`config.mk`:
```
export PLATFORM = sky130hd
export DESIGN_NAME = dbg_entry_ctrl
export DESIGN_NICKNAME = d
export VERILOG_FILES = /design/src/rtl/dbg_entry_pkg.sv /design/src/rtl/dbg_evt_arbiter.sv /design/src/rtl/dbg_ret_select.sv /design/src/rtl/dbg_status_reg.sv /design/src/rtl/dbg_entry_ctrl.sv
export SDC_FILE = /design/constraint.sdc
export NUM_CORES = 1
export LEC_CHECK = 0
export BUFFER_PORTS_ARGS = -buffer_cell sky130_fd_sc_hd__buf_2
export CORE_AREA = 3 3 136 138
export CTS_CLUSTER_DIAMETER = 80
export DETAILED_ROUTE_END_ITERATION = 7
export DIE_AREA = 0 0 139 141
export GPL_TIMING_DRIVEN = 1
export HOLD_SLACK_MARGIN = 0.1
export PLACE_DENSITY = 0.67
export SLEW_MARGIN = 30
export SYNTH_ARGS = -nofsm -noshare
export SYNTH_HDL_FRONTEND = slang
export SYNTH_HIERARCHICAL = 1
export SYNTH_SLANG_ARGS = --single-unit
```
`constraint.sdc`:
```
create_clock -name clk -period 2.45 [get_ports clk]
set_input_delay 0.1225 -clock clk [delete_from_list [all_inputs] [get_ports clk]]
set_output_delay 0.1225 -clock clk [all_outputs]
set_load 0.01 [all_outputs]
```
`src/rtl/dbg_entry_pkg.sv`:
```
package dbg_entry_pkg;

    localparam int unsigned MSR_W     = 32;
    localparam int unsigned NUM_EVT   = 8;
    localparam int unsigned EVT_IDX_W = $clog2(NUM_EVT);

    // Machine state bit positions the block depends on
    localparam int unsigned DBG_EN_BIT = 9;
    localparam int unsigned MCHK_BIT   = 12;

    // Bits cleared on debug entry: 25,19,18,17,15,14,13,11,10,9,8,5,4
    localparam logic [MSR_W-1:0] ENTRY_CLR_MASK = 32'h020E_EF30;

    // Lower index = higher priority; synchronous events come first
    typedef enum logic [EVT_IDX_W-1:0] {
        EV_BRANCH = 3'd0,
        EV_DADDR  = 3'd1,
        EV_DVAL   = 3'd2,
        EV_IADDR  = 3'd3,
        EV_ICOMP  = 3'd4,
        EV_TRAP   = 3'd5,
        EV_EXCPT  = 3'd6,
        EV_UNCOND = 3'd7
    } evt_e;

    typedef enum logic [1:0] {
        RA_CAUSE,
        RA_FOLLOW,
        RA_VECTOR,
        RA_NEXT
    } ret_src_e;

    typedef struct packed {
        logic vld;
        evt_e id;
    } grant_t;

    function automatic ret_src_e ret_src_of(evt_e e);
        case (e)
            EV_DVAL, EV_ICOMP: ret_src_of = RA_FOLLOW;
            EV_EXCPT:          ret_src_of = RA_VECTOR;
            EV_UNCOND:         ret_src_of = RA_NEXT;
            default:           ret_src_of = RA_CAUSE;
        endcase
    endfunction

    function automatic logic [MSR_W-1:0] entry_state(logic [MSR_W-1:0] cur);
        entry_state = cur & ~ENTRY_CLR_MASK;
    endfunction

endpackage

```
`src/rtl/dbg_evt_arbiter.sv`:
```
module dbg_evt_arbiter
    import dbg_entry_pkg::*;
(
    input  logic               clk,
    input  logic               rst,
    input  logic [NUM_EVT-1:0] req,
    input  logic               enable,
    output grant_t             grant,
    output logic [NUM_EVT-1:0] grant_vec
);

    logic [NUM_EVT-1:0] live;
    logic [NUM_EVT:0]   blocked;

    assign live       = req & {NUM_EVT{enable}};
    assign blocked[0] = 1'b0;

    for (genvar i = 0; i < NUM_EVT; i++) begin : g_prio
        assign grant_vec[i]  = live[i] & ~blocked[i];
        assign blocked[i+1]  = blocked[i] | live[i];
    end

    always_comb begin
        grant.vld = |live;
        grant.id  = EV_BRANCH;
        for (int k = NUM_EVT - 1; k >= 0; k--) begin
            if (live[k]) grant.id = evt_e'(k[EVT_IDX_W-1:0]);
        end
    end

    AST_GRANT_ONEHOT: assert property (@(posedge clk) disable iff (rst)
        $onehot0(grant_vec)) else $error("grant not one-hot");

    AST_GRANT_LOWEST: assert property (@(posedge clk) disable iff (rst)
        grant.vld |-> ((live & ((NUM_EVT'(1) << grant.id) - NUM_EVT'(1))) == '0))
        else $error("lower-index event passed over");

    AST_GRANT_NEEDS_EN: assert property (@(posedge clk) disable iff (rst)
        !enable |-> (grant_vec == '0)) else $error("grant while disabled");

endmodule

```
`src/rtl/dbg_ret_select.sv`:
```
module dbg_ret_select
    import dbg_entry_pkg::*;
#(
    parameter int unsigned AW = 32
) (
    input  evt_e          id,
    input  logic [AW-1:0] cur_pc,
    input  logic [AW-1:0] seq_pc,
    input  logic [AW-1:0] next_pc,
    input  logic [AW-1:0] exc_vec,
    output logic [AW-1:0] ret_addr
);

    ret_src_e src;

    always_comb begin
        src = ret_src_of(id);
        unique case (src)
            RA_FOLLOW: ret_addr = seq_pc;
            RA_VECTOR: ret_addr = exc_vec;
            RA_NEXT:   ret_addr = next_pc;
            default:   ret_addr = cur_pc;
        endcase
    end

endmodule

```
`src/rtl/dbg_status_reg.sv`:
```
module dbg_status_reg
    import dbg_entry_pkg::*;
(
    input  logic               clk,
    input  logic               rst,
    input  logic [NUM_EVT-1:0] set,
    input  logic [NUM_EVT-1:0] clr,
    output logic [NUM_EVT-1:0] bits
);

    for (genvar i = 0; i < NUM_EVT; i++) begin : g_bit
        always_ff @(posedge clk) begin
            if (rst)         bits[i] <= 1'b0;
            else if (set[i]) bits[i] <= 1'b1;
            else if (clr[i]) bits[i] <= 1'b0;
        end
    end

    AST_STATUS_STICKY: assert property (@(posedge clk) disable iff (rst)
        1'b1 |=> ((bits & $past(bits & ~clr)) == $past(bits & ~clr)))
        else $error("status bit lost without clear");

    AST_STATUS_SET: assert property (@(posedge clk) disable iff (rst)
        (set != '0) |=> ((bits & $past(set)) == $past(set)))
        else $error("status bit not set");

endmodule

```
`src/rtl/dbg_entry_ctrl.sv`:
```
module dbg_entry_ctrl
    import dbg_entry_pkg::*;
#(
    parameter int unsigned AW       = 32,
    parameter int unsigned PREFIX_W = 16,
    parameter logic [AW-PREFIX_W-1:0] VEC_LOW = 'h2000
) (
    input  logic               clk,
    input  logic               rst,
    input  logic [NUM_EVT-1:0] evt,
    input  logic [AW-1:0]      cur_pc,
    input  logic [AW-1:0]      seq_pc,
    input  logic [AW-1:0]      next_pc,
    input  logic [AW-1:0]      exc_vec,
    input  logic [MSR_W-1:0]   msr_in,
    input  logic [AW-1:0]      vec_base,
    input  logic               rfci,
    input  logic [NUM_EVT-1:0] status_clr,
    output logic               redirect_vld,
    output logic [AW-1:0]      redirect_pc,
    output logic               msr_wr_vld,
    output logic [MSR_W-1:0]   msr_wr_data,
    output logic [AW-1:0]      save_addr,
    output logic [MSR_W-1:0]   save_state,
    output logic [NUM_EVT-1:0] status
);

    localparam int unsigned LOW_W = AW - PREFIX_W;

    grant_t             grant;
    logic [NUM_EVT-1:0] grant_vec;
    logic [NUM_EVT-1:0] status_set;
    logic [AW-1:0]      ret_addr;
    logic               take;
    logic               arb_en;

    assign arb_en = msr_in[DBG_EN_BIT] & ~rfci;

    dbg_evt_arbiter u_arb (
        .clk       (clk),
        .rst       (rst),
        .req       (evt),
        .enable    (arb_en),
        .grant     (grant),
        .grant_vec (grant_vec)
    );

    dbg_ret_select #(.AW(AW)) u_sel (
        .id       (grant.id),
        .cur_pc   (cur_pc),
        .seq_pc   (seq_pc),
        .next_pc  (next_pc),
        .exc_vec  (exc_vec),
        .ret_addr (ret_addr)
    );

    assign take       = grant.vld;
    assign status_set = take ? grant_vec : '0;

    dbg_status_reg u_stat (
        .clk  (clk),
        .rst  (rst),
        .set  (status_set),
        .clr  (status_clr),
        .bits (status)
    );

    always_comb begin
        redirect_vld = take | rfci;
        msr_wr_vld   = take | rfci;
        if (rfci) begin
            redirect_pc = save_addr;
            msr_wr_data = save_state;
        end else begin
            redirect_pc = {vec_base[AW-1:LOW_W], VEC_LOW};
            msr_wr_data = entry_state(msr_in);
        end
    end

    always_ff @(posedge clk) begin
        if (rst) begin
            save_addr  <= '0;
            save_state <= '0;
        end else if (take) begin
            save_addr  <= ret_addr;
            save_state <= msr_in;
        end
    end

    AST_SAVE_STATE: assert property (@(posedge clk) disable iff (rst)
        take |=> (save_state == $past(msr_in))) else $error("state not saved");

    AST_ENTRY_CLEAR: assert property (@(posedge clk) disable iff (rst)
        take |-> (((msr_wr_data & ENTRY_CLR_MASK) == '0) &&
                  (msr_wr_data[MCHK_BIT] == msr_in[MCHK_BIT])))
        else $error("entry state bits wrong");

    AST_IGNORE_DISABLED: assert property (@(posedge clk) disable iff (rst)
        (!msr_in[DBG_EN_BIT] && !rfci) |=> ($stable(save_addr) && $stable(save_state)))
        else $error("saved state changed while disabled");

    AST_RET_TARGET: assert property (@(posedge clk) disable iff (rst)
        rfci |-> (redirect_vld && msr_wr_vld && status_set == '0))
        else $error("return handling wrong");

endmodule

```
==> impl_metrics.py <==
metrics = {
    "timing": {
        "clock_skew_ns": 0,
        "tns_ns": 0,
        "rsz0062_at_grt": "no",
        "post-route-period-util_pct": 82.37,
        "finalSetupViolCount": 0,
        "hold_viol": 0,
        "period_minus_slack_ns": 2.018,
        "maxSlewHeadroom_pct": 46.81,
        "timing.final.max_slew_violations": 0,
        "max_freq_mhz": 495.5,
        "postLayoutSetupSlackWorst_ns": 0.4318,
        "worst_pin_slew_ns": 0.7979,
    },
    "route": {
        "route.detailed.drc": 0,
        "via_per_inst": 4.629,
        "dr.pass1.iters": 6,
        "wl_per_cell_um": 16.02,
        "vias": 5060,
        "drt_iter0_markers": 145,
        "ant_nets": 0,
        "wl_um": 17510,
    },
    "critical_path": {
        "cpMaxStageDelayCell": "or4_1",
        "path_max_fanout": 21,
        "critical_path_class": "in -> reg",
        "startpoint_type": "input pin",
        "critPathArrivalTime_ns": 2.21,
        "cp_top_family": "simple AND/OR/NAND/NOR gates",
        "cp.required_ns": 2.64,
        "worst-path-buf-inv": 3,
        "cp_cell_sequence": "buf_2 -> or4_1 -> a21oi_1 -> buf_4 -> nor2b_2 -> buf_12 -> o21ai_0 -> o221a_1 -> mux2i_1 -> nor2_1",
        "crit_path_end_kind": "flip-flop",
        "max_stage_delay_ns": 0.55,
        "rrSetupSlack_ns": 1.78,
    },
    "clock_tree": {
        "path_clk_slew_ns": 0.06,
        "cts_buffers": 9,
        "htreeDepth": 3,
        "cts_tree": "yes",
        "clockBufferDepth": 2,
        "postCtsSetupBuffers": 0,
        "clk_latency_ns": 0.33,
        "cts_sinks": 72,
        "cts_resized": 0,
        "ctsRootBufferMaster": "clkbuf_16",
    },
    "grt": {
        "overflow": 0,
        "grt_max_degree": 66,
        "grt_pass1_wl_um": 27230,
        "antenna_found_initial": 1,
        "grt_pass1_vias": 5091,
        "grt_use_total_pct": 17.29,
    },
    "placed_design": {
        "gp_congestion": 0.7806,
        "pre_cts_ws_ns": 0.1033,
        "dp_hpwl_um": 13020,
        "portBuffers": 332,
    },
    "power": {
        "p_per_area_nw_per_um2": 498.6,
        "design_power_total_mw": 3.634,
        "max-vdd-ir-drop_v": 0.0003020,
        "leakage_nw": 3.681,
    },
    "yosys": {
        "syn-cell-area_um2": 4746,
        "syn-instance-count": 499,
        "synth_nets": 710,
        "synth-async-reset-ratio_pct": 0,
        "synth_cell_type_count": 37,
        "synth_edf_count": 0,
        "ys_ff_latch": 72,
        "ys.flop_type": "dfxtp_1",
        "post_synth.cell_area_avg_um2": 9.511,
        "ys_warn_count": 6,
        "seq_area_frac_synth_pct": 30.37,
    },
    "floorplan": {
        "core_area_um2": 17300,
        "initial_core_util_pct": 27.44,
        "rows": 48,
        "die_area_um2": 19600,
        "die_x_um": 139,
        "die_h_um": 141,
        "pin_count": 349,
    },
    "run": {
        "cap_violations": 0,
    },
    "final_layout": {
        "fill_cells": 1676,
        "drive_gt1_share_pct": 53.29,
        "syn_to_final_growth_pct": 53.57,
        "nNetsFinal": 1074,
        "seq_area_um2": 1441,
        "multi_input_area_um2": 2934,
    },
    "min_path": {
        "min_path_type": "in -> reg",
    },
    "outcome": {
        "status": "completed",
    },
}
## cells by family after synthesis
group                    synth area share [%]
multiplexers                            30.11
AND/OR/NAND/NOR                         17.85
buffers and inverters                   8.120
flip-flops                              30.37
adder cells (fa/ha/maj)                0.2373
AO/OA/AOI/OAI                           13.31
## cell usage in the layout, fill, tap and decap left out, types with 2 or more instances in the layout
| cell type | n |
|---|---|
| clkinv_2 | 3 |
| o221a_2 | 2 |
| inv_1 | 10 |
| buf_4 | 19 |
| mux2_2 | 58 |
| buf_2 | 332 |
| and4_1 | 2 |
| dlygate4sd3_1 | 40 |
| nor2b_2 | 2 |
| mux2i_1 | 64 |
| clkbuf_16 | 9 |
| nor2_1 | 99 |
| a21oi_2 | 8 |
| o221a_1 | 30 |
| mux2_4 | 9 |
| dfxtp_1 | 72 |
| o21ai_0 | 33 |
| and2_1 | 39 |
| nor2b_1 | 3 |
| buf_12 | 5 |
| nand2_1 | 2 |
| nand2b_4 | 8 |
## final timing paths
kind                                     from                     endpoint  cells after the start
setup reg to reg   save_addr[30]$_SDFFE_PP0P_   save_addr[30]$_SDFFE_PP0P_                      2
hold reg to reg   u_stat/bits[0]$_SDFFE_PP0P_  u_stat/bits[0]$_SDFFE_PP0P_                      2
setup / recovery                       evt[3]   save_addr[26]$_SDFFE_PP0P_                     10
hold / removal                      cur_pc[2]    save_addr[2]$_SDFFE_PP0P_                      4
## cell usage after synthesis, types with 2 or more instances
cell type  instances  area share [%]
a21oi_2            8             1.5
and2_1            39             5.1
and4_1             2            0.37
buf_1              6            0.47
buf_2              3            0.32
buf_4              6            0.95
buf_6             10             2.4
buf_8              6             1.9
clkbuf_1           7            0.55
clkbuf_2           3            0.32
dfxtp_1           72              30
inv_1             10            0.79
mux2_2            58              14
mux2_4             9             2.8
mux2i_1           64              13
nand2_1            4            0.32
nand2b_4           8             2.3
nor2_1            99             7.8
nor2b_1            5            0.66
o21ai_0           33             3.5
o221a_1           30             7.1
o221a_2            2            0.47
## layout make-up
cell class	count	area share, %
multi-input combinational	374	40.26
timing repair buffer	396	31.62
sequential	72	19.78
tap	225	3.863
clock buffer	9	3.090
clock inverter	6	0.8412
inverter	10	0.5150
antenna	1	0.03433
## layer usage
metal,global-route usage (%),part of all wire (%),vias up
li1,-,-,2486
met2,31.58,51,232
met3,4.444,7.2,20
met4,5.458,2.0,0
met1,19.75,40,2322
met5,0,0,-
## worst reg2reg max path, cell delays in order, from the launching register on
cell and delay, ns:
dfxtp_1 0.35, mux2i_1 0.14, nor2_1 0.05
## state kept, by name (all words and copies together) (netlist names)
signal,cells
u_stat/bits,8
save_addr,32
save_state,32
## per-stage QoR
step | utilization [%] | instances | instance area [um^2] | hold slack [ns]
after floorplan | - | 499 | 4746 | 0.2697
after global placement | 38.15 | 1037 | 6599 | 0.3610
after detailed placement | 38.15 | 1037 | 6599 | 0.3693
after CTS | 42.12 | 1092 | 7286 | 0.1868
after global routing | 42.14 | 1093 | 7288 | 0.2187
final | 42.14 | 1093 | 7288 | 0.2048
## repair_timing
item	CTS	global route
endpoints found under the hold margin	40	0
setup endpoints to repair	0	0
hold buffers	40	0
## power breakdown
| part | total [mW] | internal [mW] | switching, mW | leakage [nW] |
|---|---|---|---|---|
| logic | 1.03 | 0.555 | 0.470 | 2.95 |
| registers | 1.32 | 1.25 | 0.0662 | 0.592 |
| clock network | 1.29 | 0.778 | 0.509 | 0.141 |
Power figures use the tool's default switching activity.
